<file path="config.mk">
export PLATFORM = sky130hd
export DESIGN_NAME = uart_rx_fifo
export DESIGN_NICKNAME = d
export VERILOG_FILES = /design/src/rtl/uart_rx_fifo_pkg.sv /design/src/rtl/uart_rx_fifo_ctrl.sv /design/src/rtl/uart_rx_fifo_store.sv /design/src/rtl/uart_rx_fifo_timer.sv /design/src/rtl/uart_rx_fifo.sv
export SDC_FILE = /design/constraint.sdc
export NUM_CORES = 1
export LEC_CHECK = 0
export ABC_AREA = 0
export CORE_AREA = 2 2 168 170
export DETAILED_ROUTE_END_ITERATION = 7
export DIE_AREA = 0 0 170 172
export PLACE_DENSITY = 0.48
export SLEW_MARGIN = 25
export SYNTH_ARGS = -nofsm -noshare
export SYNTH_HDL_FRONTEND = slang
export SYNTH_SLANG_ARGS = --single-unit
</file>
<file path="constraint.sdc">
create_clock -name clk -period 7.9 [get_ports clk]
set_input_delay 1.185 -clock clk [delete_from_list [all_inputs] [get_ports clk]]
set_output_delay 1.185 -clock clk [all_outputs]
set_load 0.1 [all_outputs]
</file>
<file path="src/rtl/uart_rx_fifo_pkg.sv">
// Shared constants and helpers for the receive queue.
// Assumes an 8-bit character path.
package uart_rx_fifo_pkg;

    // Control bits that the queue keeps after a write
    localparam logic [7:0] CTL_KEEP_MASK = 8'hC9;
    localparam int         CTL_EN_BIT    = 0;
    localparam int         CTL_RXRST_BIT = 1;

    typedef enum logic [1:0] {
        LVL_ONE      = 2'b00,
        LVL_FOUR     = 2'b01,
        LVL_EIGHT    = 2'b10,
        LVL_FOURTEEN = 2'b11
    } trig_sel_e;

    // Fill threshold for a trigger code
    function automatic int unsigned trig_level(input trig_sel_e sel);
        case (sel)
            LVL_ONE:   return 1;
            LVL_FOUR:  return 4;
            LVL_EIGHT: return 8;
            default:   return 14;
        endcase
    endfunction

    // Bits per frame: start + data + optional parity + stop
    function automatic logic [3:0] frame_bits(input logic [3:0] fmt);
        logic [3:0] n;
        n = 4'd6 + {2'b00, fmt[1:0]} + {3'b000, fmt[3]} + (fmt[2] ? 4'd2 : 4'd1);
        return n;
    endfunction

endpackage

</file>
<file path="src/rtl/uart_rx_fifo_ctrl.sv">
// Queue control register.
// Keeps the sticky control bits and ignores a write of the stored value.
// Requests a receive flush on the reset bit or on an enable change.
module uart_rx_fifo_ctrl
    import uart_rx_fifo_pkg::*;
(
    input  logic       clk,
    input  logic       rst_n,
    input  logic       wr,
    input  logic [7:0] wdata,
    output logic [7:0] ctl_q,
    output logic       fifo_en,
    output trig_sel_e  trig_sel,
    output logic       rx_flush
);

    logic accept;
    logic en_change;

    // Decide whether a write takes effect and whether it flushes
    always_comb begin
        accept    = wr && (wdata != ctl_q);
        en_change = wdata[CTL_EN_BIT] ^ ctl_q[CTL_EN_BIT];
        rx_flush  = accept && (wdata[CTL_RXRST_BIT] || en_change);
    end

    // Store the sticky bits of an accepted write
    always_ff @(posedge clk) begin
        if (!rst_n) begin
            ctl_q <= 8'h00;
        end else if (accept) begin
            ctl_q <= wdata & CTL_KEEP_MASK;
        end
    end

    assign fifo_en  = ctl_q[CTL_EN_BIT];
    assign trig_sel = trig_sel_e'(ctl_q[7:6]);

    AST_KEEP_ONLY_MASKED: assert property (@(posedge clk) disable iff (!rst_n)
        wr |=> ((ctl_q & ~CTL_KEEP_MASK) == 8'h00));

endmodule

</file>
<file path="src/rtl/uart_rx_fifo_store.sv">
// Circular byte buffer with an occupancy count.
// Assumes DEPTH is a power of two. A push into a full buffer is dropped.
// A pop of an empty buffer does nothing. The head reads as zero when empty.
module uart_rx_fifo_store #(
    parameter  int DEPTH = 16,
    localparam int PTR_W = $clog2(DEPTH),
    localparam int CNT_W = $clog2(DEPTH + 1)
) (
    input  logic             clk,
    input  logic             rst_n,
    input  logic             flush,
    input  logic             push,
    input  logic [7:0]       wbyte,
    input  logic             pop,
    output logic [7:0]       head,
    output logic [CNT_W-1:0] count,
    output logic             full
);

    logic [7:0]       mem [DEPTH];
    logic [PTR_W-1:0] wr_ptr;
    logic [PTR_W-1:0] rd_ptr;
    logic             do_push;
    logic             do_pop;

    // Qualify the requests against the occupancy
    always_comb begin
        full    = (count == CNT_W'(DEPTH));
        do_push = push && !full;
        do_pop  = pop && (count != '0);
        head    = (count == '0) ? 8'h00 : mem[rd_ptr];
    end

    // Move the pointers and the count
    always_ff @(posedge clk) begin
        if (!rst_n || flush) begin
            wr_ptr <= '0;
            rd_ptr <= '0;
            count  <= '0;
        end else begin
            if (do_push) wr_ptr <= wr_ptr + PTR_W'(1);
            if (do_pop)  rd_ptr <= rd_ptr + PTR_W'(1);
            if (do_push && !do_pop)      count <= count + CNT_W'(1);
            else if (do_pop && !do_push) count <= count - CNT_W'(1);
        end
    end

    // Write the storage cell
    always_ff @(posedge clk) begin
        if (do_push) mem[wr_ptr] <= wbyte;
    end

    AST_NO_OVERFLOW: assert property (@(posedge clk) disable iff (!rst_n)
        (full && push && !pop && !flush) |=> (count == CNT_W'(DEPTH)));
    AST_FLUSH_EMPTIES: assert property (@(posedge clk) disable iff (!rst_n)
        flush |=> (count == '0));

endmodule

</file>
<file path="src/rtl/uart_rx_fifo_timer.sv">
// Character-timeout timer.
// Counts baud ticks from its last restart. On reaching the limit it disarms,
// and it flags a timeout if bytes are still queued. A stop or a host read
// clears the flag.
module uart_rx_fifo_timer #(
    parameter int LIM_W = 10
) (
    input  logic             clk,
    input  logic             rst_n,
    input  logic             stop,
    input  logic             restart,
    input  logic             tick,
    input  logic [LIM_W-1:0] limit,
    input  logic             occupied,
    input  logic             clr,
    output logic             pend
);

    logic [LIM_W-1:0] cnt;
    logic             armed;
    logic             expire;

    // Detect the tick that completes the interval
    always_comb begin
        expire = armed && tick && !restart && (cnt >= limit - LIM_W'(1));
    end

    // Run the tick counter
    always_ff @(posedge clk) begin
        if (!rst_n || stop) begin
            armed <= 1'b0;
            cnt   <= '0;
        end else if (restart) begin
            armed <= 1'b1;
            cnt   <= '0;
        end else if (expire) begin
            armed <= 1'b0;
            cnt   <= '0;
        end else if (armed && tick) begin
            cnt <= cnt + LIM_W'(1);
        end
    end

    // Hold the pending flag
    always_ff @(posedge clk) begin
        if (!rst_n || stop || clr) begin
            pend <= 1'b0;
        end else if (expire && occupied) begin
            pend <= 1'b1;
        end
    end

    AST_CLR_DROPS_PEND: assert property (@(posedge clk) disable iff (!rst_n)
        clr |=> !pend);
    AST_PEND_NEEDS_DATA: assert property (@(posedge clk) disable iff (!rst_n)
        $rose(pend) |-> $past(occupied));

endmodule

</file>
<file path="src/rtl/uart_rx_fifo.sv">
// Receive queue of a UART with trigger levels and a character timeout.
// Takes bytes and break strobes from the deserializer and host strobes from
// the register file. rd_data is valid in the cycle rd_strobe is high.
// Assumes DEPTH is a power of two of at least 16.
module uart_rx_fifo
    import uart_rx_fifo_pkg::*;
#(
    parameter int DEPTH         = 16,
    parameter int TICKS_PER_BIT = 16,
    parameter int CHAR_SPAN     = 4
) (
    input  logic       clk,
    input  logic       rst_n,
    input  logic       rx_valid,
    input  logic [7:0] rx_byte,
    input  logic       rx_break,
    input  logic       rd_strobe,
    input  logic       stat_rd,
    input  logic       ctl_wr,
    input  logic [7:0] ctl_wdata,
    input  logic [3:0] line_fmt,
    input  logic       baud_tick,
    output logic [7:0] rd_data,
    output logic [7:0] ctl_value,
    output logic       data_ready,
    output logic       overrun,
    output logic       brk_seen,
    output logic       trig_hit,
    output logic       tmo_pend
);

    localparam int CNT_W = $clog2(DEPTH + 1);
    localparam int SCALE = TICKS_PER_BIT * CHAR_SPAN;
    localparam int LIM_W = $clog2(SCALE * 12 + 1);

    logic             fifo_en;
    trig_sel_e        trig_sel;
    logic             rx_flush;
    logic [7:0]       head;
    logic [CNT_W-1:0] count;
    logic             full;
    logic             evt;
    logic [7:0]       evt_byte;
    logic             push;
    logic             pop;
    logic             restart;
    logic [LIM_W-1:0] tmo_limit;
    logic [CNT_W-1:0] lvl;
    logic [7:0]       hold, hold_n;
    logic             dr_n, oe_n, bi_n;

    uart_rx_fifo_ctrl i_ctrl (
        .clk      (clk),
        .rst_n    (rst_n),
        .wr       (ctl_wr),
        .wdata    (ctl_wdata),
        .ctl_q    (ctl_value),
        .fifo_en  (fifo_en),
        .trig_sel (trig_sel),
        .rx_flush (rx_flush)
    );

    uart_rx_fifo_store #(.DEPTH(DEPTH)) i_store (
        .clk   (clk),
        .rst_n (rst_n),
        .flush (rx_flush),
        .push  (push),
        .wbyte (evt_byte),
        .pop   (pop),
        .head  (head),
        .count (count),
        .full  (full)
    );

    uart_rx_fifo_timer #(.LIM_W(LIM_W)) i_timer (
        .clk      (clk),
        .rst_n    (rst_n),
        .stop     (rx_flush),
        .restart  (restart),
        .tick     (baud_tick),
        .limit    (tmo_limit),
        .occupied (count != '0),
        .clr      (rd_strobe),
        .pend     (tmo_pend)
    );

    // Steer arriving bytes, host pops and timer restarts
    always_comb begin
        evt       = rx_valid || rx_break;
        evt_byte  = rx_break ? 8'h00 : rx_byte;
        push      = fifo_en && evt && !rx_flush;
        pop       = fifo_en && rd_strobe && !rx_flush;
        restart   = fifo_en && !rx_flush && (evt || (pop && (count > CNT_W'(1))));
        tmo_limit = LIM_W'(SCALE) * LIM_W'(frame_bits(line_fmt));
        lvl       = CNT_W'(trig_level(trig_sel));
    end

    // Next values of the receive status flags and the holding byte
    always_comb begin
        dr_n   = data_ready;
        oe_n   = overrun;
        bi_n   = brk_seen;
        hold_n = hold;
        if (stat_rd) begin
            oe_n = 1'b0;
            bi_n = 1'b0;
        end
        if (rx_flush) begin
            dr_n = 1'b0;
            bi_n = 1'b0;
        end else if (fifo_en) begin
            if (rd_strobe && (count <= CNT_W'(1))) begin
                dr_n = 1'b0;
                bi_n = 1'b0;
            end
            if (evt) begin
                dr_n = 1'b1;
                if (rx_break) bi_n = 1'b1;
                if (full)     oe_n = 1'b1;
            end
        end else begin
            if (rd_strobe) begin
                dr_n = 1'b0;
                bi_n = 1'b0;
            end
            if (evt) begin
                if (data_ready && !rd_strobe) oe_n = 1'b1;
                hold_n = evt_byte;
                dr_n   = 1'b1;
                if (rx_break) bi_n = 1'b1;
            end
        end
    end

    // Register the status flags and the holding byte
    always_ff @(posedge clk) begin
        if (!rst_n) begin
            data_ready <= 1'b0;
            overrun    <= 1'b0;
            brk_seen   <= 1'b0;
            hold       <= 8'h00;
        end else begin
            data_ready <= dr_n;
            overrun    <= oe_n;
            brk_seen   <= bi_n;
            hold       <= hold_n;
        end
    end

    // Present the read byte and the trigger flag
    always_comb begin
        rd_data  = fifo_en ? head : hold;
        trig_hit = fifo_en ? (data_ready && (count >= lvl)) : data_ready;
    end

    AST_STATUS_READ_CLEARS: assert property (@(posedge clk) disable iff (!rst_n)
        (stat_rd && !rx_valid && !rx_break) |=> (!overrun && !brk_seen));
    AST_BREAK_FLAGS: assert property (@(posedge clk) disable iff (!rst_n)
        (rx_break && !rx_flush) |=> (brk_seen && data_ready));
    AST_SINGLE_REPLACE: assert property (@(posedge clk) disable iff (!rst_n)
        (!fifo_en && !ctl_wr && rx_valid && !rx_break && data_ready && !rd_strobe)
        |=> (overrun && rd_data == $past(rx_byte)));
    AST_LAST_READ_CLEARS: assert property (@(posedge clk) disable iff (!rst_n)
        (fifo_en && rd_strobe && count == CNT_W'(1) && !evt && !rx_flush)
        |=> !data_ready);
    AST_SAME_WRITE_IGNORED: assert property (@(posedge clk) disable iff (!rst_n)
        (ctl_wr && ctl_wdata == ctl_value && !evt && !rd_strobe) |=> $stable(count));

endmodule

</file>
After elaboration in Yosys (flattened, before gate mapping)
Memory sizes are Yosys's and may differ from the RTL's. A register that Yosys moved wholly into a read port is not among the register bits. Cells that the tools add are included.

Register bits after elaboration: 40. Bits in writable memories: 128. Output and inout port bits: 21. Logic and storage cells: 110. Memories kept: 1.

Add/subtract/negate cells: 9. $lt $le $gt $ge: 4. Eq/ne operators: 5. Muxes and demuxes: 34. Bitwise logic cells: 4. Reduce and logical (&&, ||, !) cells: 42.

Memories: i_store.mem (depth 16, width 8, rd ports 1, clocked after Yosys merged registers in 1, write ports 1, RTL line uart_rx_fifo_store.sv:20) `logic [7:0] mem [DEPTH];`.

Operator list (number): 1-bit 2-to-1 mux (25); 8-bit 2-to-1 mux (3); 1-bit logical AND (20); 4-bit case mux with 3 select lines (1); 10-bit by 1-bit adder with 10-bit output, second input constant (1); 10-bit greater-or-equal comparator (1); 5-bit 2-to-1 mux (2); 10-bit by 1-bit subtractor with 10-bit output, second input constant (1); 4-bit by 1-bit adder with 4-bit output, second input constant (2); 4-bit 2-to-1 mux (2); 8-bit != test (1); 1-bit logical NOT (7); 5-bit by 1-bit adder with 5-bit output, second input constant (1); 5-bit equality test, second input constant (1); 5-bit greater-or-equal comparator (1); 5-bit by 1-bit > comparator with 1-bit output, second input constant (1); 5-bit by 1-bit <= comparator with 1-bit output, second input constant (1); 5-bit logical NOT (1); 1-bit logical OR (5); 5-bit nonzero test (1); 5-bit by 1-bit subtractor with 5-bit output, second input constant (1); 3-bit by 2-bit adder with 4-bit output, first input constant (1); 4-bit by 1-bit adder with 4-bit output (1); 4-bit by 2-bit adder with 4-bit output (1); other kinds (13) (16).

Depth between registers and ports, before layout
Gate-level depths: netlist of the first run.

Depth after elaboration: 13. Depth in mapped cells: 14. Gate-level depth less buffers: 14.

Modules after synthesis
From an unflattened synthesis of the first run, not the netlist that was laid out.

Cells, all modules: 561. Area, all modules: 7908.8 sq um.

Modules (own cells, without submodules): uart_rx_fifo_store (instances 1, cells each 321, area an instance 5906.9 sq um); uart_rx_fifo_timer (instances 1, cells each 113, area an instance 928.4 sq um); uart_rx_fifo (instances 1, cells each 104, area an instance 844.6 sq um); uart_rx_fifo_ctrl (instances 1, cells each 23, area an instance 229.0 sq um).

Worst setup path after synthesis of the first run
No wires, ideal clock.

Path kind: reg2out. From: reg i_ctrl.ctl_q[6]. To: out trig_hit. Arrival time: 3.363 ns. Data required time: 6.715 ns. Setup slack: 3.352 ns. Cell stages (with the launch flop): 8. Path buffers: 0. Cells stage by stage: dfxtp_1 nor2_1 ha_1 nand2b_1 a21oi_1 nor2b_1 o21ai_0 a31oi_1.

Longest elaborated chain between the ends: 5.

RTL lines: from (decl) (RTL line uart_rx_fifo_ctrl.sv:11) `output logic [7:0] ctl_q,`; from (signal assigned) (RTL line uart_rx_fifo_ctrl.sv:32) `ctl_q <= wdata & CTL_KEEP_MASK;`; 2-bit equality test (tied with other cells) (RTL line uart_rx_fifo_pkg.sv:19) `case (sel)`; 4-bit case mux with 3 select lines * (RTL line uart_rx_fifo_pkg.sv:19); 5-bit greater-or-equal comparator * (RTL line uart_rx_fifo.sv:153) `trig_hit = fifo_en ? (data_ready && (count >= lvl)) : data_ready;`; 1-bit logical AND * (RTL line uart_rx_fifo.sv:153); 1-bit 2-to-1 mux * (RTL line uart_rx_fifo.sv:153); to (decl) (RTL line uart_rx_fifo.sv:28) `output logic trig_hit,`.

Mark *: on every way between the ends. The rest lies on a longest branch, timed or not.

==> results of run 1 <==
-- power groups by stage --
stage	sequential [mW]	combinational, mW	clock [mW]
6_report	0.982	0.140	0.802
5_1_grt	0.983	0.153	0.854
4_1_cts	0.982	0.141	0.820
3_5_place_dp	1.00	0.141	0
3_3_place_gp	1.00	0.138	0
2_1_floorplan	1.01	0.0919	0
-- how the worst min path moves through the flow --
stage | depth (start not counted) | slack [ns] | to
3_3_place_gp | 2 | 0.44 | hold[1]$_SDFFE_PN0P_
3_5_place_dp | 2 | 0.45 | hold[1]$_SDFFE_PN0P_
2_1_floorplan | 2 | 0.44 | hold[0]$_SDFFE_PN0P_
4_1_cts | 2 | 0.46 | hold[1]$_SDFFE_PN0P_
6_report | 2 | 0.46 | hold[1]$_SDFFE_PN0P_
5_1_grt | 2 | 0.48 | hold[2]$_SDFFE_PN0P_
-- worst max-delay path, delay by kind of cell, from the launching register on --
kind | cells | cell delay, ns
AO/OA/AOI/OAI | 2 | 0.34
flip-flops | 1 | 0.90
AND/OR/NAND/NOR | 1 | 0.12
buffers and inverters | 1 | 1.21
multiplexers | 2 | 0.44
-- layer usage --
metal / GRT usage / up-vias
li1: - / 1995
met1: 0.142 / 2063
met2: 0.181 / 74
met3: 0.0295 / 5
met4: 0.0308 / 0
met5: 0 / -
-- synth_stat cells (2+ instances only) --
library cell               number  area (um^2)
sky130_fd_sc_hd__dfxtp_1       44          881
sky130_fd_sc_hd__nor2b_1       11         68.8
sky130_fd_sc_hd__xnor2_1        7         61.3
sky130_fd_sc_hd__and3_1        16          100
sky130_fd_sc_hd__nand4_1        7         43.8
sky130_fd_sc_hd__buf_2          9         45.0
sky130_fd_sc_hd__xor2_1        15          131
sky130_fd_sc_hd__buf_4          6         45.0
sky130_fd_sc_hd__mux2_2         8         90.1
sky130_fd_sc_hd__buf_8          2         30.0
sky130_fd_sc_hd__a21oi_1       10         50.1
sky130_fd_sc_hd__o21ai_1        6         30.0
sky130_fd_sc_hd__edfxtp_1     128         3840
sky130_fd_sc_hd__and2_1         3         18.8
sky130_fd_sc_hd__o21ai_0       12         60.1
sky130_fd_sc_hd__clkbuf_1       6         22.5
sky130_fd_sc_hd__nand3_1       17         85.1
sky130_fd_sc_hd__nor3_1         4         20.0
sky130_fd_sc_hd__nand2_1       26         97.6
sky130_fd_sc_hd__o21ai_2        2         17.5
sky130_fd_sc_hd__and4_1         2         17.5
sky130_fd_sc_hd__and2b_1        7         52.6
sky130_fd_sc_hd__mux4_1        19          499
sky130_fd_sc_hd__mux4_2        13          293
sky130_fd_sc_hd__mux2i_1       15          150
sky130_fd_sc_hd__ha_1          22          275
sky130_fd_sc_hd__nor2_1        35          131
sky130_fd_sc_hd__o21bai_1       2         15.0
sky130_fd_sc_hd__a31oi_1        3         18.8
sky130_fd_sc_hd__buf_6          4         45.0
sky130_fd_sc_hd__inv_1         25         93.8
sky130_fd_sc_hd__o22ai_1        9         56.3
-- logic make-up after synthesis --
family / synth area share
AOI/OAI and AO/OA: 0.0409
and+or+nand+nor: 0.0944
DFF: 0.625
xor gates and xnor gates: 0.0255
muxes: 0.137
buffers and inverters: 0.0378
adders and majority gates: 0.0391
other: 0.000496
-- flip-flops by register name, indices dropped and copies added (netlist names), 4 cells and up, named ones only --
name	cells
i_store.count	5
i_store.rd_ptr	4
i_ctrl.ctl_q	4
i_store.wr_ptr	4
i_timer.cnt	10
hold	8
i_store.mem	128
-- area by class of cell --
type / instances / area (um^2)
fillers: 2680 / 18700
flip-flops and latches: 172 / 4730
multi-input cells: 290 / 2560
well taps: 346 / 433
clock buffers: 17 / 425
repair buffers: 42 / 418
clock inverters: 14 / 143
inverters: 25 / 93.8
==> out/summary.txt, run 1 <==
YOSYS
--------------------------------------------------------------------------------
Top_reg_cell synth                                                  sky130_fd_sc_hd__edfxtp_1
Asr flop ratio synth                                                           0
Synthesized netlist cell count                                               512
Register bit count reported by yosys                                         172
Post-Syn Area                                                       0.00756 mm^2
Average cell area after synthesis                                      14.8 um^2
YS warnings                                                                    0
Count of distinct cell types in the synthesized netlist                       49
Post-synth EDFFs                                                             128
Sequential fraction of the synthesis area                                  0.625

WORST SETUP PATH
--------------------------------------------------------------------------------
CP Launch Type                                                              flop
Crit Reg-Reg Endpoint                                               i_store.count[4]$_SDFFE_PP0P_
Worst r2r src                                                       i_ctrl.ctl_q[0]$_SDFFE_PN0P_
CP Class                                                              reg -> out
CP arrival                                                               3.46 ns
Slowest stage cell, crit path                                       sky130_fd_sc_hd__clkdlybuf4s50_1
Flop-to-flop setup slack                                                 4.78 ns
Worst Path Required                                                      6.71 ns
Crit path to                                                          rd_data[0]
Worst reg-to-reg path cell count                                               8
Critical-path maximum fanout                                                  32
Peak per-stage delay on the critical path                                1.21 ns
Critical Path, Cell by Cell                                         mux4_2 > mux2i_1 > nand2_1 > o21ai_2 > o22ai_1 > clkdlybuf4s50_1
Endpoint kind of the worst setup timing path                         output port

TIMING
--------------------------------------------------------------------------------
Highest clock frequency the design can meet                            0.215 GHz
Worst-case headroom to the max-slew limit                                  0.332
Transition at the pin with the smallest max-transition slack            0.999 ns
Final Critical Period                                                    4.64 ns
Share of the clock period used by the worst path after layout              0.587
Endpoints failing hold                                                         0
Least setup slack across all paths after layout                          3.26 ns
Setup_tns                                                                   0 ns
RSZ-0062 raised after global routing                                       false
Setup-violating endpoint count in the final report                             0
Number of pins exceeding their max-slew limit in the final report              0
Minimum hold slack                                                      0.461 ns
Final worst clock skew                                                 0.0126 ns

ROUTING
--------------------------------------------------------------------------------
Remaining antenna violation count after routing                                0
Met1 Routed Length                                                       7.42 mm
Wire length after detailed routing                                       15.4 mm
DRC violation count after routing                                              0
Wire length per cell after detailed routing                              17.0 um
Starting DRC count in detailed routing                                       251
DR top layer                                                                met4
Number of iterations in the first detailed-routing pass                        4
DR WL met2                                                               7.29 mm
Vias/cell                                                                   4.57
Total number of vias                                                        4137
Routed length on met3                                                     586 um

FLOORPLANNING
--------------------------------------------------------------------------------
Initial core utilization                                                   0.275
Cell row count                                                                61
Placeable core region                                                0.0275 mm^2
Number of I/O pins                                                            49
Die Span X                                                                170 um
Vertical extent of the die                                                172 um
DIE AREA                                                             0.0292 mm^2

POWER
--------------------------------------------------------------------------------
Combinational share of power                                               0.073
Clock network fraction of design power                                     0.417
Internal                                                                 1.44 mW
Switching power of the nets                                             0.486 mW
Share of total power in sequential cells                                   0.510
Power density over the cells                                         219 mW/mm^2
Final total power                                                        1.92 mW
Leakage power total                                                      2.92 nW
Worst IR drop on VDD                                                      132 uV
Sw Ratio                                                                   0.253

CELLS AND AREA
--------------------------------------------------------------------------------
Final cell count without fillers                                             906
Fraction of final layout cells with drive strength greater than 1          0.114
Number of nets in the finished design                                        599
Most common cell after layout, fill and taps aside                  sky130_fd_sc_hd__edfxtp_1
End-of-flow core utilization                                               0.320
Final standard cell area without fillers                            0.00880 mm^2
Relative area change from synthesis to final layout                        16.5%
Most frequent cells in the layout                                   sky130_fd_sc_hd__edfxtp_1, sky130_fd_sc_hd__dfxtp_1, sky130_fd_sc_hd__clkdlybuf4s50_1, sky130_fd_sc_hd__nor2_1, sky130_fd_sc_hd__nand2_1
Diode insertion count for antenna repair                                       0

GLOBAL ROUTE
--------------------------------------------------------------------------------
Total global routing track utilization                                     0.110
Wire length of the first global-routing pass                             23.8 mm
Antenna violations before repair                                               0
Aggregate global routing overflow                                              0
Number of global-route vias before repair                                   4241
Pin count of the biggest net entering global routing                          33

CLOCK NETWORK
--------------------------------------------------------------------------------
Clock tree from TritonCTS                                                  built
Maximum clock path buffer count                                                2
Clock sinks                                                                  172
Clk slew on worst S/H paths                                              0.07 ns
Post-CTS repair timing setup buffer count                                      0
Root cell of the clock tree                                         sky130_fd_sc_hd__clkbuf_16
Clock latency on the worst-skew pair                                     0.42 ns
Total CTS buffers                                                             17
Number of gates resized after cts                                              0
H-Tree Depth                                                                   4
Hold buffer count at CTS                                                       0

PLACEMENT
--------------------------------------------------------------------------------
Half-perimeter wire length of the detailed placement result              10.0 mm
Post-Place Setup Slack                                                   3.62 ns
IO Port Bufs                                                                  41
Placed cell areas                                                   0.00824 mm^2
Dpl cells                                                                    875
Final RePlAce weighted congestion                                          0.744

MIN PATH
--------------------------------------------------------------------------------
Startpoint of the worst hold path                                   hold[1]$_SDFFE_PN0P_
Hold WC Path Type                                                     reg -> reg

STATUS
--------------------------------------------------------------------------------
Result of the run                                                   finished, final reports clean

JOB
--------------------------------------------------------------------------------
# Max-Cap Violations                                                           0

(Power assumes the default switching activity.)
==> run 2, diff against run 1 <==
PLACE_DENSITY = 0.5   (was 0.48)
clock period = 3.8 ns   (was 7.9 ns; I/O delays follow)
==> run 2 against run 1 <==
Effect of this change: clock power grew 110%; non-clock buffer count increased by 8; global-route usage rose by 0.35 points; die area is the same; register-to-register slack got worse by 3.5 ns; count of clock-buffer cells in the layout increased by 2; largest cell class unchanged; largest power group unchanged; highest routed layer unchanged.
==> out/summary.txt, run 2 (synthesis gave the netlist of run 1 again) <==
STATUS
--------------------------------------------------------------------------------
Result of the run                                                   finished, final reports clean

GLOBAL ROUTE
--------------------------------------------------------------------------------
Met3 Resource Use GR                                                      0.0298
Aggregate global routing overflow                                              0
Met2 Track Usage GR                                                        0.187
Global-route met1 utilization                                              0.147
Antenna violations before repair                                               0
Number of global-route vias before repair                                   4358
Wire length of the first global-routing pass                             24.6 mm
Most used routing layer                                                     met2
Pin count of the biggest net entering global routing                          23
Total global routing track utilization                                     0.113

CLOCK NETWORK
--------------------------------------------------------------------------------
H-Tree Depth                                                                   4
Clock sinks                                                                  172
Clk slew on worst S/H paths                                              0.07 ns
Clock tree from TritonCTS                                                  built
Hold buffer count at CTS                                                       0
Root cell of the clock tree                                         sky130_fd_sc_hd__clkbuf_16
Post-CTS repair timing setup buffer count                                      0
Total CTS buffers                                                             17
Clock latency on the worst-skew pair                                     0.43 ns
Maximum clock path buffer count                                                2
Number of gates resized after cts                                              0

FLOORPLANNING
--------------------------------------------------------------------------------
Cell row count                                                                61
DIE AREA                                                             0.0292 mm^2
Number of I/O pins                                                            49
Placeable core region                                                0.0275 mm^2
Vertical extent of the die                                                172 um
Initial core utilization                                                   0.275
Die Span X                                                                170 um

TIMING
--------------------------------------------------------------------------------
RSZ-0062 raised after global routing                                       false
Final worst clock skew                                                0.00926 ns
Share of the clock period used by the worst path after layout              0.864
Worst-case headroom to the max-slew limit                                  0.336
Setup_tns                                                                   0 ns
Transition at the pin with the smallest max-transition slack            0.993 ns
Setup-violating endpoint count in the final report                             0
Final Critical Period                                                    3.28 ns
Highest clock frequency the design can meet                            0.305 GHz
Number of pins exceeding their max-slew limit in the final report              0
Endpoints failing hold                                                         0

ROUTING
--------------------------------------------------------------------------------
Remaining antenna violation count after routing                                0
Wire length per cell after detailed routing                              17.1 um
Starting DRC count in detailed routing                                       229
DRC violation count after routing                                              0
Total number of vias                                                        4148
Number of iterations in the first detailed-routing pass                        4
Wire length after detailed routing                                       15.7 mm
Vias/cell                                                                   4.53

WORST SETUP PATH
--------------------------------------------------------------------------------
Flop-to-flop setup slack                                                 1.24 ns
Worst reg-to-reg path cell count                                               9
CP Launch Type                                                              flop
Endpoint kind of the worst setup timing path                         output port
CP arrival                                                               2.71 ns
Critical-path maximum fanout                                                  22
CP Class                                                              reg -> out
Worst Path Required                                                      3.23 ns

CELLS AND AREA
--------------------------------------------------------------------------------
Number of nets in the finished design                                        607
Relative area change from synthesis to final layout                        17.2%
Most frequent cells in the layout                                   sky130_fd_sc_hd__edfxtp_1, sky130_fd_sc_hd__dfxtp_1, sky130_fd_sc_hd__nor2_1, sky130_fd_sc_hd__clkdlybuf4s50_1, sky130_fd_sc_hd__nand2_1
Largest regs                                                        i_store.mem x128, i_timer.cnt x10, hold x8
Largest register by flop count                                       i_store.mem
Diode insertion count for antenna repair                                       0
Fraction of final layout cells with drive strength greater than 1          0.139
Largest register FFs                                                         128
Most common cell after layout, fill and taps aside                  sky130_fd_sc_hd__edfxtp_1

PLACEMENT
--------------------------------------------------------------------------------
Final RePlAce weighted congestion                                          0.722
Half-perimeter wire length of the detailed placement result              10.5 mm
IO Port Bufs                                                                  41

POWER
--------------------------------------------------------------------------------
Power density over the cells                                         457 mW/mm^2
Leakage power total                                                      2.98 nW
Worst IR drop on VDD                                                      262 uV
Final total power                                                        4.05 mW

MIN PATH
--------------------------------------------------------------------------------
Hold Path Stages                                                               2
Hold WC Path Type                                                     reg -> reg

JOB
--------------------------------------------------------------------------------
# Max-Cap Violations                                                           0

## run 2: area by class of cell
cell class / instances / area [um^2]
fillers: 2692 / 18600
repair buffers: 50 / 465
flip-flops and latches: 172 / 4730
inverters: 25 / 93.8
multi-input cells: 290 / 2570
well taps: 346 / 433
clock buffers: 19 / 433
clock inverters: 13 / 140
## run 2: per-stage QoR
step | cell area [um^2] | setup slack [ns] | cells | utilization | hold WS (ns)
after global routing | 8860 | 0.375 | 915 | 0.322 | 0.489
after global placement | 8280 | 0.472 | 883 | 0.301 | 0.444
after floorplan | 7570 | 0.519 | 515 | - | 0.436
after CTS | 8850 | 0.496 | 915 | 0.322 | 0.462
final | 8860 | 0.518 | 915 | 0.322 | 0.460
after detailed placement | 8280 | 0.362 | 883 | 0.301 | 0.453
## run 2: report_power, final
part	internal [mW]	total, mW	switching [mW]	leakage, nW
registers	2.03	2.04	0.0116	1.49
logic	0.0914	0.299	0.207	1.21
clock network	0.972	1.71	0.736	0.277
total	3.09	4.05	0.955	2.98
## run 2: worst paths after layout
path / from / to
worst min-delay path: hold[7]$_SDFFE_PN0P_ / hold[7]$_SDFFE_PN0P_
worst max register to register: i_store.count[0]$_SDFFE_PP0P_ / i_store.count[4]$_SDFFE_PP0P_
worst min register to register: hold[7]$_SDFFE_PN0P_ / hold[7]$_SDFFE_PN0P_
worst max-delay path: flop / rd_data[6]
## run 2: worst max-delay path, stage by stage (launching register included)
cell and delay (ns):
sky130_fd_sc_hd__dfxtp_2 0.57, sky130_fd_sc_hd__buf_12 0.27, sky130_fd_sc_hd__mux4_1 0.59, sky130_fd_sc_hd__mux2i_1 0.17
sky130_fd_sc_hd__nand2_1 0.08, sky130_fd_sc_hd__o21ai_0 0.10, sky130_fd_sc_hd__o22ai_1 0.19, sky130_fd_sc_hd__buf_4 0.30
## run 2: metal layers
metal,vias to the layer above,wire (um)
li1,2007,-
met1,2051,7190
met2,80,7490
met3,10,829
met4,0,150
met5,-,0
==> run 3, diff against run 2 <==
--- a/config.mk
+++ b/config.mk
@@ -10,5 +10,4 @@
 export DETAILED_ROUTE_END_ITERATION = 7
 export DIE_AREA = 0 0 170 172
-export PLACE_DENSITY = 0.5
 export SLEW_MARGIN = 25
 export SYNTH_ARGS = -nofsm -noshare
==> constraint.sdc (replaced) <==
create_clock -name clk -period 3.8 [get_ports clk]
set_input_delay 0.57 -clock clk [delete_from_list [all_inputs] [get_ports clk]]
set_output_delay 0.57 -clock clk [all_outputs]
set_load 0.05 [all_outputs]
==> run 3 against run 2 <==
Effect of this change: critical path depth is 1 lower; combinational power down 17%; worst hold slack got worse by 0.0012 ns; wire length shrank 7.5%; via count down 0.27%; register-to-register slack improved by 0.07 ns; clock skew rose by 0.00085 ns; non-clock buffer count stayed put; clock power increased by 2%; sequential cell count is the same; total power decreased by 0.21%; count of clock-buffer cells in the layout is the same.
==> out/summary.txt, run 3 (synthesis gave the netlist of run 1 again) <==
PLACEMENT
--------------------------------------------------------------------------------
IO Port Bufs                                                                  41
Post-Place Setup Slack                                                  0.398 ns
Dpl cells                                                                    883
Final RePlAce weighted congestion                                          0.708
Placed cell areas                                                   0.00830 mm^2
Half-perimeter wire length of the detailed placement result              9.29 mm

TIMING
--------------------------------------------------------------------------------
Endpoints failing hold                                                         0
Transition at the pin with the smallest max-transition slack             1.04 ns
Highest clock frequency the design can meet                            0.275 GHz
Final Critical Period                                                    3.64 ns
Minimum hold slack                                                      0.458 ns
Setup-violating endpoint count in the final report                             0
Setup_tns                                                                   0 ns
Least setup slack across all paths after layout                         0.162 ns
Share of the clock period used by the worst path after layout              0.957
Number of pins exceeding their max-slew limit in the final report              0
RSZ-0062 raised after global routing                                       false
Final worst clock skew                                                 0.0101 ns
Worst-case headroom to the max-slew limit                                  0.307

CLOCK NETWORK
--------------------------------------------------------------------------------
Clock tree from TritonCTS                                                  built
Total CTS buffers                                                             17
Clk slew on worst S/H paths                                              0.06 ns
Number of gates resized after cts                                              0
Maximum clock path buffer count                                                2
Root cell of the clock tree                                         sky130_fd_sc_hd__clkbuf_16
Post-CTS repair timing setup buffer count                                      0
H-Tree Depth                                                                   4
Hold buffer count at CTS                                                       0
Clock latency on the worst-skew pair                                     0.43 ns
Clock sinks                                                                  172

GLOBAL ROUTE
--------------------------------------------------------------------------------
Total global routing track utilization                                     0.103
Wire length of the first global-routing pass                             22.6 mm
Number of global-route vias before repair                                   4092
Pin count of the biggest net entering global routing                          33
Aggregate global routing overflow                                              0
Antenna violations before repair                                               0

CELLS AND AREA
--------------------------------------------------------------------------------
Diode insertion count for antenna repair                                       0
Largest register FFs                                                         128
Filler instances                                                            2716
Final cell count without fillers                                             915
Number of nets in the finished design                                        607
Relative area change from synthesis to final layout                        17.8%
Final standard cell area without fillers                            0.00890 mm^2
Most common cell after layout, fill and taps aside                  sky130_fd_sc_hd__edfxtp_1
Largest register by flop count                                       i_store.mem
Fraction of final layout cells with drive strength greater than 1          0.118
Most frequent cells in the layout                                   sky130_fd_sc_hd__edfxtp_1, sky130_fd_sc_hd__dfxtp_1, sky130_fd_sc_hd__clkdlybuf4s50_1, sky130_fd_sc_hd__nor2_1, sky130_fd_sc_hd__nand2_1
End-of-flow core utilization                                               0.324
Largest regs                                                        i_store.mem x128, i_timer.cnt x10, hold x8

POWER
--------------------------------------------------------------------------------
Worst IR drop on VDD                                                      344 uV
Final total power                                                        4.04 mW
Power density over the cells                                         454 mW/mm^2
Leakage power total                                                      2.97 nW

STATUS
--------------------------------------------------------------------------------
Result of the run                                                   finished, final reports clean

WORST SETUP PATH
--------------------------------------------------------------------------------
CP Launch Type                                                              flop
CP arrival                                                               3.07 ns
Peak per-stage delay on the critical path                                0.75 ns
Slowest stage cell, crit path                                       sky130_fd_sc_hd__clkdlybuf4s50_1
Cell class contributing the biggest share of worst-path delay       simple AND/OR/NAND/NOR gates
Number of gates on the worst path with buffers counted                         6
CP Class                                                              reg -> out
Critical-path maximum fanout                                                   8
Worst Path Required                                                      3.23 ns
CP Buf/Inv Count                                                               2
Endpoint kind of the worst setup timing path                         output port
Worst reg-to-reg path cell count                                               9
Critical Path, Cell by Cell                                         inv_1 > ha_1 > or4b_1 > nand2_1 > o22ai_1 > clkdlybuf4s50_1

FLOORPLANNING
--------------------------------------------------------------------------------
Cell row count                                                                61
Initial core utilization                                                   0.275
Die Span X                                                                170 um
DIE AREA                                                             0.0292 mm^2
Placeable core region                                                0.0275 mm^2
Number of I/O pins                                                            49
Vertical extent of the die                                                172 um

ROUTING
--------------------------------------------------------------------------------
Vias/cell                                                                   4.52
Number of iterations in the first detailed-routing pass                        5
Wire length after detailed routing                                       14.5 mm
Wire length per cell after detailed routing                              15.8 um
Starting DRC count in detailed routing                                       317
Remaining antenna violation count after routing                                0
Total number of vias                                                        4137
DRC violation count after routing                                              0

JOB
--------------------------------------------------------------------------------
# Max-Cap Violations                                                           0

MIN PATH
--------------------------------------------------------------------------------
Hold Path Stages                                                               2
Hold WC Path Type                                                     reg -> reg

run 3: path summary, 6_finish.rpt:
kind / startpoint / endpoint / slack [ns]
setup / recovery: i_store.count[0]$_SDFFE_PP0P_ / rd_data[3] / 0.16
hold / removal: hold[7]$_SDFFE_PN0P_ / hold[7]$_SDFFE_PN0P_ / 0.46
setup reg to reg: i_store.count[0]$_SDFFE_PP0P_ / i_store.count[4]$_SDFFE_PP0P_ / 1.31
hold reg to reg: hold[7]$_SDFFE_PN0P_ / hold[7]$_SDFFE_PN0P_ / 0.46
run 3: cell type report:
cell class,count,area [um^2],share of cell area
clock buffer,19,433,0.0486
sequential,172,4730,0.531
timing repair buffer,50,490,0.0551
clock inverter,13,166,0.0187
multi-input combinational,290,2560,0.287
inverter,25,93.8,0.0105
tap,346,433,0.0486
run 3: where the power goes:
group | switching, mW | internal, mW
Sequential | 0.0126 | 2.03
Clock | 0.710 | 1.04
Combinational | 0.154 | 0.0934
run 3: worst reg2reg max path, cell delays in order, from the launching register on:
cell                        delay, ns
sky130_fd_sc_hd__dfxtp_1         0.43
sky130_fd_sc_hd__inv_1           0.11
sky130_fd_sc_hd__ha_1            0.27
sky130_fd_sc_hd__nand4bb_1       0.15
sky130_fd_sc_hd__and4_1          0.51
sky130_fd_sc_hd__ha_1            0.39
sky130_fd_sc_hd__nand4_1         0.12
sky130_fd_sc_hd__a21oi_1         0.19
sky130_fd_sc_hd__xnor2_1         0.14
sky130_fd_sc_hd__nor2_1          0.05
run 3: routing by layer:
metal  part of all wire  up-vias  global-route usage
li1                   -     2009                   -
met1               0.46     2016               0.139
met2               0.47      103               0.166
met3              0.059        9              0.0314
met4             0.0062        0              0.0201
met5                  0        -                   0
